File: config.mk
export PLATFORM = sky130hd
export DESIGN_NAME = basic_timer
export DESIGN_NICKNAME = d
export VERILOG_FILES = /design/src/rtl/tmr_pkg.sv /design/src/rtl/tmr_prescaler.sv /design/src/rtl/tmr_reload.sv /design/src/rtl/tmr_counter.sv /design/src/rtl/basic_timer.sv
export SDC_FILE = /design/constraint.sdc
export NUM_CORES = 1
export LEC_CHECK = 0
export CORE_MARGIN = 2
export CORE_UTILIZATION = 35
export DETAILED_ROUTE_END_ITERATION = 7
export PLACE_DENSITY = 0.56
export SYNTH_ARGS = -nofsm -noshare
export SYNTH_HDL_FRONTEND = slang
export SYNTH_SLANG_ARGS = --single-unit
File: constraint.sdc
create_clock -name clk -period 6.8 [get_ports clk]
set_input_delay 1.02 -clock clk [delete_from_list [all_inputs] [get_ports clk]]
set_output_delay 1.02 -clock clk [all_outputs]
set_load 0.005 [all_outputs]
File: src/rtl/tmr_pkg.sv
package tmr_pkg;
   localparam int unsigned ADDR_W = 3;

   localparam logic [ADDR_W-1:0] A_CTRL = 3'd0;
   localparam logic [ADDR_W-1:0] A_STAT = 3'd1;
   localparam logic [ADDR_W-1:0] A_EVT  = 3'd2;
   localparam logic [ADDR_W-1:0] A_CNT  = 3'd3;
   localparam logic [ADDR_W-1:0] A_PSC  = 3'd4;
   localparam logic [ADDR_W-1:0] A_RLD  = 3'd5;

   localparam int unsigned B_RUN     = 0;
   localparam int unsigned B_SINGLE  = 1;
   localparam int unsigned B_BUF     = 2;
   localparam int unsigned B_NOUPD   = 3;
   localparam int unsigned B_OVFONLY = 4;
   localparam int unsigned B_FRZ     = 5;
   localparam int unsigned B_IE      = 6;
   localparam int unsigned CTRL_BITS = 7;
endpackage

File: src/rtl/tmr_prescaler.sv
module tmr_prescaler #(
   parameter int unsigned PSC_W = 16
) (
   input  logic             clk,
   input  logic             rst_n,
   input  logic             wr,
   input  logic [PSC_W-1:0] wdata,
   input  logic             enable,
   input  logic             clear,
   input  logic             load,
   output logic [PSC_W-1:0] pre_q,
   output logic             tick
);
   logic [PSC_W-1:0] div_cnt;
   logic [PSC_W-1:0] act_q;

   assign tick = enable && (div_cnt == act_q);

   always_ff @(posedge clk or negedge rst_n) begin
      if (!rst_n) begin
         pre_q   <= '0;
         act_q   <= '0;
         div_cnt <= '0;
      end else begin
         if (wr)
            pre_q <= wdata;
         if (load)
            act_q <= pre_q;
         if (clear)
            div_cnt <= '0;
         else if (enable)
            div_cnt <= tick ? '0 : div_cnt + 1'b1;
      end
   end
endmodule

File: src/rtl/tmr_reload.sv
module tmr_reload #(
   parameter int unsigned     CNT_W      = 16,
   parameter bit              PRELOAD_EN = 1'b1,
   parameter logic [CNT_W-1:0] RST_VAL   = '1
) (
   input  logic             clk,
   input  logic             rst_n,
   input  logic             wr,
   input  logic [CNT_W-1:0] wdata,
   input  logic             buf_en,
   input  logic             load,
   output logic [CNT_W-1:0] pre_q,
   output logic [CNT_W-1:0] act_q
);
   always_ff @(posedge clk or negedge rst_n) begin
      if (!rst_n)
         pre_q <= RST_VAL;
      else if (wr)
         pre_q <= wdata;
   end

   generate
      if (PRELOAD_EN) begin : g_shadow
         logic [CNT_W-1:0] shadow_q;
         always_ff @(posedge clk or negedge rst_n) begin
            if (!rst_n)
               shadow_q <= RST_VAL;
            else if (wr && !buf_en)
               shadow_q <= wdata;
            else if (load)
               shadow_q <= pre_q;
         end
         assign act_q = shadow_q;
      end else begin : g_direct
         assign act_q = pre_q;
      end
   endgenerate
endmodule

File: src/rtl/tmr_counter.sv
module tmr_counter #(
   parameter int unsigned CNT_W = 16
) (
   input  logic             clk,
   input  logic             rst_n,
   input  logic             tick,
   input  logic             clear,
   input  logic             wr,
   input  logic [CNT_W-1:0] wdata,
   input  logic [CNT_W-1:0] limit,
   output logic [CNT_W-1:0] cnt,
   output logic             wrap
);
   assign wrap = tick && (cnt == limit);

   always_ff @(posedge clk or negedge rst_n) begin
      if (!rst_n)
         cnt <= '0;
      else if (wr)
         cnt <= wdata;
      else if (clear)
         cnt <= '0;
      else if (tick)
         cnt <= wrap ? '0 : cnt + 1'b1;
   end
endmodule

File: src/rtl/basic_timer.sv
module basic_timer
   import tmr_pkg::*;
#(
   parameter int unsigned DATA_W     = 16,
   parameter int unsigned CNT_W      = 16,
   parameter int unsigned PSC_W      = 16,
   parameter bit          PRELOAD_EN = 1'b1
) (
   input  logic              clk,
   input  logic              rst_n,
   input  logic              dbg_halt,
   input  logic              bus_wr,
   input  logic [ADDR_W-1:0] bus_addr,
   input  logic [DATA_W-1:0] bus_wdata,
   output logic [DATA_W-1:0] bus_rdata,
   output logic              upd_pulse,
   output logic              irq
);
   generate
      if (CNT_W < 2 || CNT_W > DATA_W) begin : g_bad_cnt_w
         $error("basic_timer: CNT_W must lie in 2..DATA_W");
      end
      if (PSC_W < 1 || PSC_W > DATA_W) begin : g_bad_psc_w
         $error("basic_timer: PSC_W must lie in 1..DATA_W");
      end
      if (DATA_W < CTRL_BITS) begin : g_bad_data_w
         $error("basic_timer: DATA_W too narrow for control register");
      end
   endgenerate

   logic ctl_run, ctl_single, ctl_buf, ctl_noupd, ctl_ovfonly, ctl_frz, ctl_ie;
   logic buf_eff, flag;
   logic wr_ctrl, wr_stat, wr_cnt, wr_psc, wr_rld, ug_req;
   logic freeze, cnt_en, tick, wrap, ue, flag_set;
   logic [CNT_W-1:0] cnt, rld_pre, rld_act;
   logic [PSC_W-1:0] psc_pre;

   assign wr_ctrl = bus_wr && (bus_addr == A_CTRL);
   assign wr_stat = bus_wr && (bus_addr == A_STAT);
   assign wr_cnt  = bus_wr && (bus_addr == A_CNT);
   assign wr_psc  = bus_wr && (bus_addr == A_PSC);
   assign wr_rld  = bus_wr && (bus_addr == A_RLD);
   assign ug_req  = bus_wr && (bus_addr == A_EVT) && bus_wdata[0];

   assign buf_eff  = PRELOAD_EN && ctl_buf;
   assign freeze   = dbg_halt && ctl_frz;
   assign cnt_en   = ctl_run && !freeze;
   assign ue       = (wrap || ug_req) && !ctl_noupd;
   assign flag_set = ue && (wrap || !ctl_ovfonly);
   assign irq      = flag && ctl_ie;

   always_ff @(posedge clk or negedge rst_n) begin
      if (!rst_n) begin
         ctl_run     <= 1'b0;
         ctl_single  <= 1'b0;
         ctl_buf     <= 1'b0;
         ctl_noupd   <= 1'b0;
         ctl_ovfonly <= 1'b0;
         ctl_frz     <= 1'b0;
         ctl_ie      <= 1'b0;
         flag        <= 1'b0;
         upd_pulse   <= 1'b0;
      end else begin
         if (wr_ctrl) begin
            ctl_run     <= bus_wdata[B_RUN];
            ctl_single  <= bus_wdata[B_SINGLE];
            ctl_buf     <= bus_wdata[B_BUF];
            ctl_noupd   <= bus_wdata[B_NOUPD];
            ctl_ovfonly <= bus_wdata[B_OVFONLY];
            ctl_frz     <= bus_wdata[B_FRZ];
            ctl_ie      <= bus_wdata[B_IE];
         end else if (ue && ctl_single) begin
            ctl_run <= 1'b0;
         end
         if (flag_set)
            flag <= 1'b1;
         else if (wr_stat && !bus_wdata[0])
            flag <= 1'b0;
         upd_pulse <= ue;
      end
   end

   tmr_prescaler #(.PSC_W(PSC_W)) u_psc (
      .clk    (clk),
      .rst_n  (rst_n),
      .wr     (wr_psc),
      .wdata  (bus_wdata[PSC_W-1:0]),
      .enable (cnt_en),
      .clear  (ug_req),
      .load   (ue),
      .pre_q  (psc_pre),
      .tick   (tick)
   );

   tmr_reload #(.CNT_W(CNT_W), .PRELOAD_EN(PRELOAD_EN), .RST_VAL('1)) u_rld (
      .clk    (clk),
      .rst_n  (rst_n),
      .wr     (wr_rld),
      .wdata  (bus_wdata[CNT_W-1:0]),
      .buf_en (buf_eff),
      .load   (ue),
      .pre_q  (rld_pre),
      .act_q  (rld_act)
   );

   tmr_counter #(.CNT_W(CNT_W)) u_cnt (
      .clk   (clk),
      .rst_n (rst_n),
      .tick  (tick),
      .clear (ug_req),
      .wr    (wr_cnt),
      .wdata (bus_wdata[CNT_W-1:0]),
      .limit (rld_act),
      .cnt   (cnt),
      .wrap  (wrap)
   );

   always_comb begin
      bus_rdata = '0;
      case (bus_addr)
         A_CTRL: begin
            bus_rdata[B_RUN]     = ctl_run;
            bus_rdata[B_SINGLE]  = ctl_single;
            bus_rdata[B_BUF]     = buf_eff;
            bus_rdata[B_NOUPD]   = ctl_noupd;
            bus_rdata[B_OVFONLY] = ctl_ovfonly;
            bus_rdata[B_FRZ]     = ctl_frz;
            bus_rdata[B_IE]      = ctl_ie;
         end
         A_STAT:  bus_rdata[0] = flag;
         A_CNT:   bus_rdata[CNT_W-1:0] = cnt;
         A_PSC:   bus_rdata[PSC_W-1:0] = psc_pre;
         A_RLD:   bus_rdata[CNT_W-1:0] = rld_pre;
         default: bus_rdata = '0;
      endcase
   end
endmodule

Word level (Yosys, flattened, before mapping)
Index checks and enable logic that the tools add are counted.
W data, S select, Z words.
{"block": "word_totals", "ff_bits": 105, "elab_cells": 70, "in_bits": 23}
{"block": "op_classes", "addsub": 2, "n_reduce_logical": 30, "mux": 16, "eq_ne": 7}
{"cell": "$mux W16", "n": 9}
{"cell": "$add A16 B1 Y16 const B", "n": 2}
{"cell": "$eq A16 B16 Y1", "n": 2}
{"cell": "$pmux W9 S3", "n": 1}
{"cell": "$pmux W6 S4", "n": 1}
{"cell": "$logic_and A1 B1 Y1", "n": 17}
{"cell": "$reduce_bool A2 Y1", "n": 4}
{"cell": "$eq A3 B2 Y1 const B", "n": 2}
{"cell": "$eq A3 B3 Y1 const B", "n": 2}
{"cell": "$logic_not A1 Y1", "n": 5}
{"cell": "$pmux W1 S5", "n": 1}
{"cell": "$mux W1", "n": 4}
{"cell": "$eq A3 B1 Y1 const B", "n": 1}
{"cell": "$logic_not A3 Y1", "n": 1}
{"cell": "$reduce_bool A3 Y1", "n": 1}
{"cell": "$logic_or A1 B1 Y1", "n": 2}

Depth between registers and ports, before layout
{"block": "logic_depth", "depth_word": 10, "mapped_depth": 12}

Modules after synthesis
Synthesis repeated with hierarchy kept, for this count alone.
{"block": "unflattened", "hier_cells": 527, "hier_area_um2": 5999.5}
{"mod": "tmr_prescaler", "cells_each": 180, "n_inst": 1, "area_per_inst_um2": 2233.4}
{"mod": "tmr_reload", "cells_each": 87, "n_inst": 1, "area_per_inst_um2": 1525.2}
{"mod": "tmr_counter", "cells_each": 171, "n_inst": 1, "area_per_inst_um2": 1380.1}
{"mod": "basic_timer", "cells_each": 89, "n_inst": 1, "area_per_inst_um2": 860.8}

Worst setup path before layout
No wires, ideal clock.
{"block": "synth_path", "path_type": "input -> output", "start": "in bus_addr[0]", "end": "out bus_rdata[1]", "required_time_ns": 5.780, "arrival_time_ns": 2.228, "path_slack_ns": 3.552, "stages": 5, "cell_sequence": "buf_2 -> buf_1 -> buf_1 -> a31oi_1 -> o21ai_0"}
{"block": "synth_via", "elab_chain_cells": 2, "elab_cells_between_ends": 5, "classes_between": "eq/ne (3); mux (1); reduce/logical (1)"}
{"element": "from (decl)", "line_no": "basic_timer.sv:13", "rtl": "input logic [ADDR_W-1:0] bus_addr,"}
{"element": "$eq A3 B3 Y1, or another cell as far along", "line_no": "basic_timer.sv:120", "rtl": "case (bus_addr)"}
{"element": "$pmux W6 S4 (*)", "line_no": "basic_timer.sv:120"}
{"element": "to (decl)", "line_no": "basic_timer.sv:15", "rtl": "output logic [DATA_W-1:0] bus_rdata,"}
Mark *: on every way between the ends. The rest lies on a longest branch, timed or not.

Final worst setup path
{"block": "layout_path", "start": "in bus_addr[2]", "end": "reg u_cnt.cnt[1]"}
{"block": "layout_via", "elab_chain_cells": 5, "elab_cells_between_ends": 8, "classes_between": "eq/ne (2); mux (2); reduce/logical (4)"}
{"element": "$eq A3 B2 Y1", "line_no": "basic_timer.sv:43", "rtl": "assign ug_req = bus_wr && (bus_addr == A_EVT) && bus_wdata[0];"}
{"element": "$logic_and A1 B1 Y1 (2 in series)", "line_no": "basic_timer.sv:43"}
{"element": "$mux W16", "line_no": "tmr_counter.sv:21", "rtl": "else if (clear)"}
{"element": "$mux W16", "line_no": "tmr_counter.sv:19", "rtl": "else if (wr)"}
{"element": "to (signal assigned)", "line_no": "tmr_counter.sv:20", "rtl": "cnt <= wdata;"}
{"element": "to (signal assigned)", "line_no": "tmr_counter.sv:24", "rtl": "cnt <= wrap ? '0 : cnt + 1'b1;"}
{"element": "to (decl)", "line_no": "tmr_counter.sv:11", "rtl": "output logic [CNT_W-1:0] cnt,"}
Several ways; a longest one is shown, not always the timed one.
A chain may end at the register's enable or synchronous reset.

==> flow_summary.json <==
{
  "crit_fanout": 20,
  "cts_tree": "done",
  "synth_area_um2": 5463,
  "ys_seq_elements": 105,
  "powerDensity_nw_per_um2": 307.9,
  "drt_iter0_markers": 394,
  "fp.coreArea_um2": 15200,
  "min_period_ps": 4592,
  "tightestPinTransition_ps": 1191,
  "die_area_um2": 16620,
  "fmax_ghz": 0.2178,
  "period_share_pct": 67.53,
  "nNetsFinal": 571,
  "syn2layout_area_growth_pct": 15.16,
  "crit_path_max_incr_delay_ps": 780,
  "drv_slew": 0,
  "min-delay-path-class": "flip-flop to flip-flop",
  "p_leak_nw": 2.568,
  "htreeDepth": 3,
  "first_global_vias": 4008,
  "io_pins": 41,
  "die_y_um": 128.9,
  "cp.arrival_ps": 4830,
  "clk_latency_ps": 350,
  "overflow": 0,
  "postSynth.asyncResetShare_pct": 100.0,
  "max-cap-violations": 0,
  "cts_hold_buf": 0,
  "synth_ff_type": "dfrtp_1",
  "drtPass1Iterations": 5,
  "fin_worst_skew_ps": 8.830,
  "crit_required_ps": 7040,
  "cts_buffers": 9,
  "rows": 45,
  "synth_cell_types": 50,
  "crit_type": "input pin to flip-flop",
  "numClockSinks": 105,
  "num_vias": 4025,
  "vias_per_cell": 5.447,
  "port_buffers": 40,
  "syn-num-nets": 543,
  "clk_pin_slew_ps": 70,
  "grt_first_pass_wirelength_um": 22410,
  "start_kind": "input pin",
  "ctsResizeCount": 0,
  "cts_max_path_buffers": 2,
  "ys_warn_count": 0,
  "synthCells": 518,
  "die_w_um": 128.9,
  "rsz0062_at_grt": "no",
  "slew-limit-headroom_pct": 20.16,
  "routed_wl_um": 14070,
  "setup_viol": 0,
  "cts_root_buf": "clkbuf_16",
  "path_cells": "clkdlybuf4s50_1, and3b_1, and2_1, nor2_1, nand4b_1, clkinv_1, a22oi_1, nand2_1",
  "drc": 0,
  "avgSynthCellArea_um2": 10.55,
  "drive_gt1_share_pct": 17.60,
  "endpoint_kind": "flip-flop",
  "stdcell_count": 739,
  "synth_seq_area_share_pct": 48.83,
  "slowest_stage": "clkdlybuf4s50_1",
  "initial_utilization_pct": 35.93,
  "drtAntennaViolNets": 0,
  "postCtsSetupBuffers": 0,
  "place_inst": 723,
  "synth_edf_count": 0,
  "diodes": 0,
  "antenna_found_initial": 0,
  "finalHoldViolCount": 0,
  "grt_max_degree": 59,
  "routedWlPerCell_um": 19.04,
  "gp_congestion": 0.8619,
  "setup_tns_ps": 0,
  "status": "complete, no violations",
  "track_usage_pct": 17.79,
  "ir_worst_vdd_v": 0.0001537,
  "hpwl_um": 10000
}
-- cell type report --
class,count,area (µm²)
clock inverter,5,55.05
sequential,105,2668
clock buffer,11,232.7
timing repair buffer,44,427.9
tap,188,235.2
fill,1474,8911
multi-input combinational,383,2661
inverter,3,11.26
-- cell usage after synthesis, types with 3 or more instances --
cell type | n | area share, %
mux2_2 | 42 | 8.7
buf_2 | 6 | 0.55
nor3b_1 | 4 | 0.55
and2_1 | 4 | 0.46
nand3_1 | 14 | 1.3
a21oi_1 | 21 | 1.9
and3_1 | 9 | 1.0
a22oi_1 | 3 | 0.41
xor2_1 | 25 | 4.0
mux2_1 | 15 | 3.1
nand2b_1 | 4 | 0.46
nor4_1 | 8 | 0.92
nor2_1 | 46 | 3.2
xnor2_1 | 16 | 2.6
nand4_1 | 7 | 0.80
or3_1 | 3 | 0.34
nand2_1 | 53 | 3.6
buf_1 | 4 | 0.27
dfstp_2 | 32 | 15
mux2i_1 | 29 | 5.3
a221o_1 | 3 | 0.55
clkbuf_1 | 14 | 0.96
nor3_1 | 5 | 0.46
o211ai_1 | 7 | 0.96
a31oi_1 | 5 | 0.57
dfrtp_1 | 73 | 33
o21ai_0 | 36 | 3.3
-- layout by cell type (no fill, tap or decap), types with 3 or more instances in the layout --
cell	synthesis	final
dfrtp_1	73	73
nand2_1	53	53
nor2_1	46	46
mux2_2	42	42
clkdlybuf4s50_1	0	39
o21ai_0	36	36
dfstp_2	32	32
mux2i_1	29	29
xor2_1	25	25
a21oi_1	21	21
xnor2_1	16	16
mux2_1	15	15
nand3_1	14	14
and3_1	9	9
clkbuf_16	0	9
nor4_1	8	8
nand4_1	7	7
o211ai_1	7	7
a31oi_1	5	5
nor3_1	5	5
buf_4	1	5
nand2b_1	4	4
and2_1	4	4
a22oi_1	3	3
nor3b_1	4	3
or3_1	3	3
a221o_1	3	3
-- layer usage --
layer / vias to the layer above / wire length [µm] / share of wire [%] / global-route usage [%]
met5: - / 0 / 0 / 0
met4: 0 / 179 / 1.3 / 4.284
met2: 95 / 7042 / 50 / 29.47
li1: 1895 / - / - / -
met3: 12 / 471 / 3.3 / 3.992
met1: 2023 / 6376 / 45 / 23.81
-- through the flow --
step / utilization, % / setup slack [ps] / power [mW] / cell area, µm² / hold WS (ps)
after global placement: 39.49 / 2050 / 1.417 / 6003 / 494.5
final: 41.38 / 2208 / 1.937 / 6291 / 511.7
after detailed placement: 39.49 / 1914 / 1.430 / 6003 / 498.2
after floorplan: - / 3552 / 1.240 / 5463 / 463.8
after global routing: 41.38 / 1955 / 2.052 / 6291 / 524.3
after CTS: 41.38 / 2280 / 1.956 / 6291 / 513.7
-- path summary, 6_finish.rpt --
path | startpoint | end | slack [ps] | cells past startpoint
worst min register to register | u_psc.act_q[13] | u_psc.act_q[13] | 510 | 1
min in group asynchronous | rst_n | u_psc.pre_q[1] | 690 | 1
max in group asynchronous | rst_n | u_psc.pre_q[13] | 4910 | 2
worst max register to register | u_cnt.cnt[7] | u_psc.act_q[7] | 3390 | 7
worst min-delay path | u_psc.act_q[13] | u_psc.act_q[13] | 510 | 1
worst max-delay path | bus_addr[2] | u_cnt.cnt[1] | 2210 | 8
-- state kept, by name (all words and copies together) (netlist names), 16 cells and up --
name,cells
u_rld.pre_q,16
u_cnt.cnt,16
u_psc.pre_q,16
u_rld.act_q,16
u_psc.div_cnt,16
u_psc.act_q,16
-- worst max-delay path: cells and delay by family --
kind                   cells  cell delay (ps)
and+or+nand+nor            5             2230
buffers and inverters      2             1300
AOI/OAI and AO/OA          1              260
-- cell families (layout without fill, tap and decap cells) --
group	after synthesis	after routing	synth area share [%]
AND/OR/NAND/NOR	165	165	14.29
XOR/XNOR	41	41	6.573
buffers and inverters	30	63	2.542
adder cells (fa/ha/maj)	2	2	0.4580
multiplexers	87	87	17.48
flip-flops	105	105	48.83
AO/OA/AOI/OAI	88	88	9.826
-- report_power, final --
part / leakage (nW) / switching [mW] / internal, mW
clock: 0.138 / 0.233 / 0.286
sequential: 1.27 / 0.181 / 0.813
combinational: 1.16 / 0.193 / 0.231
(Power assumes the default switching activity.)
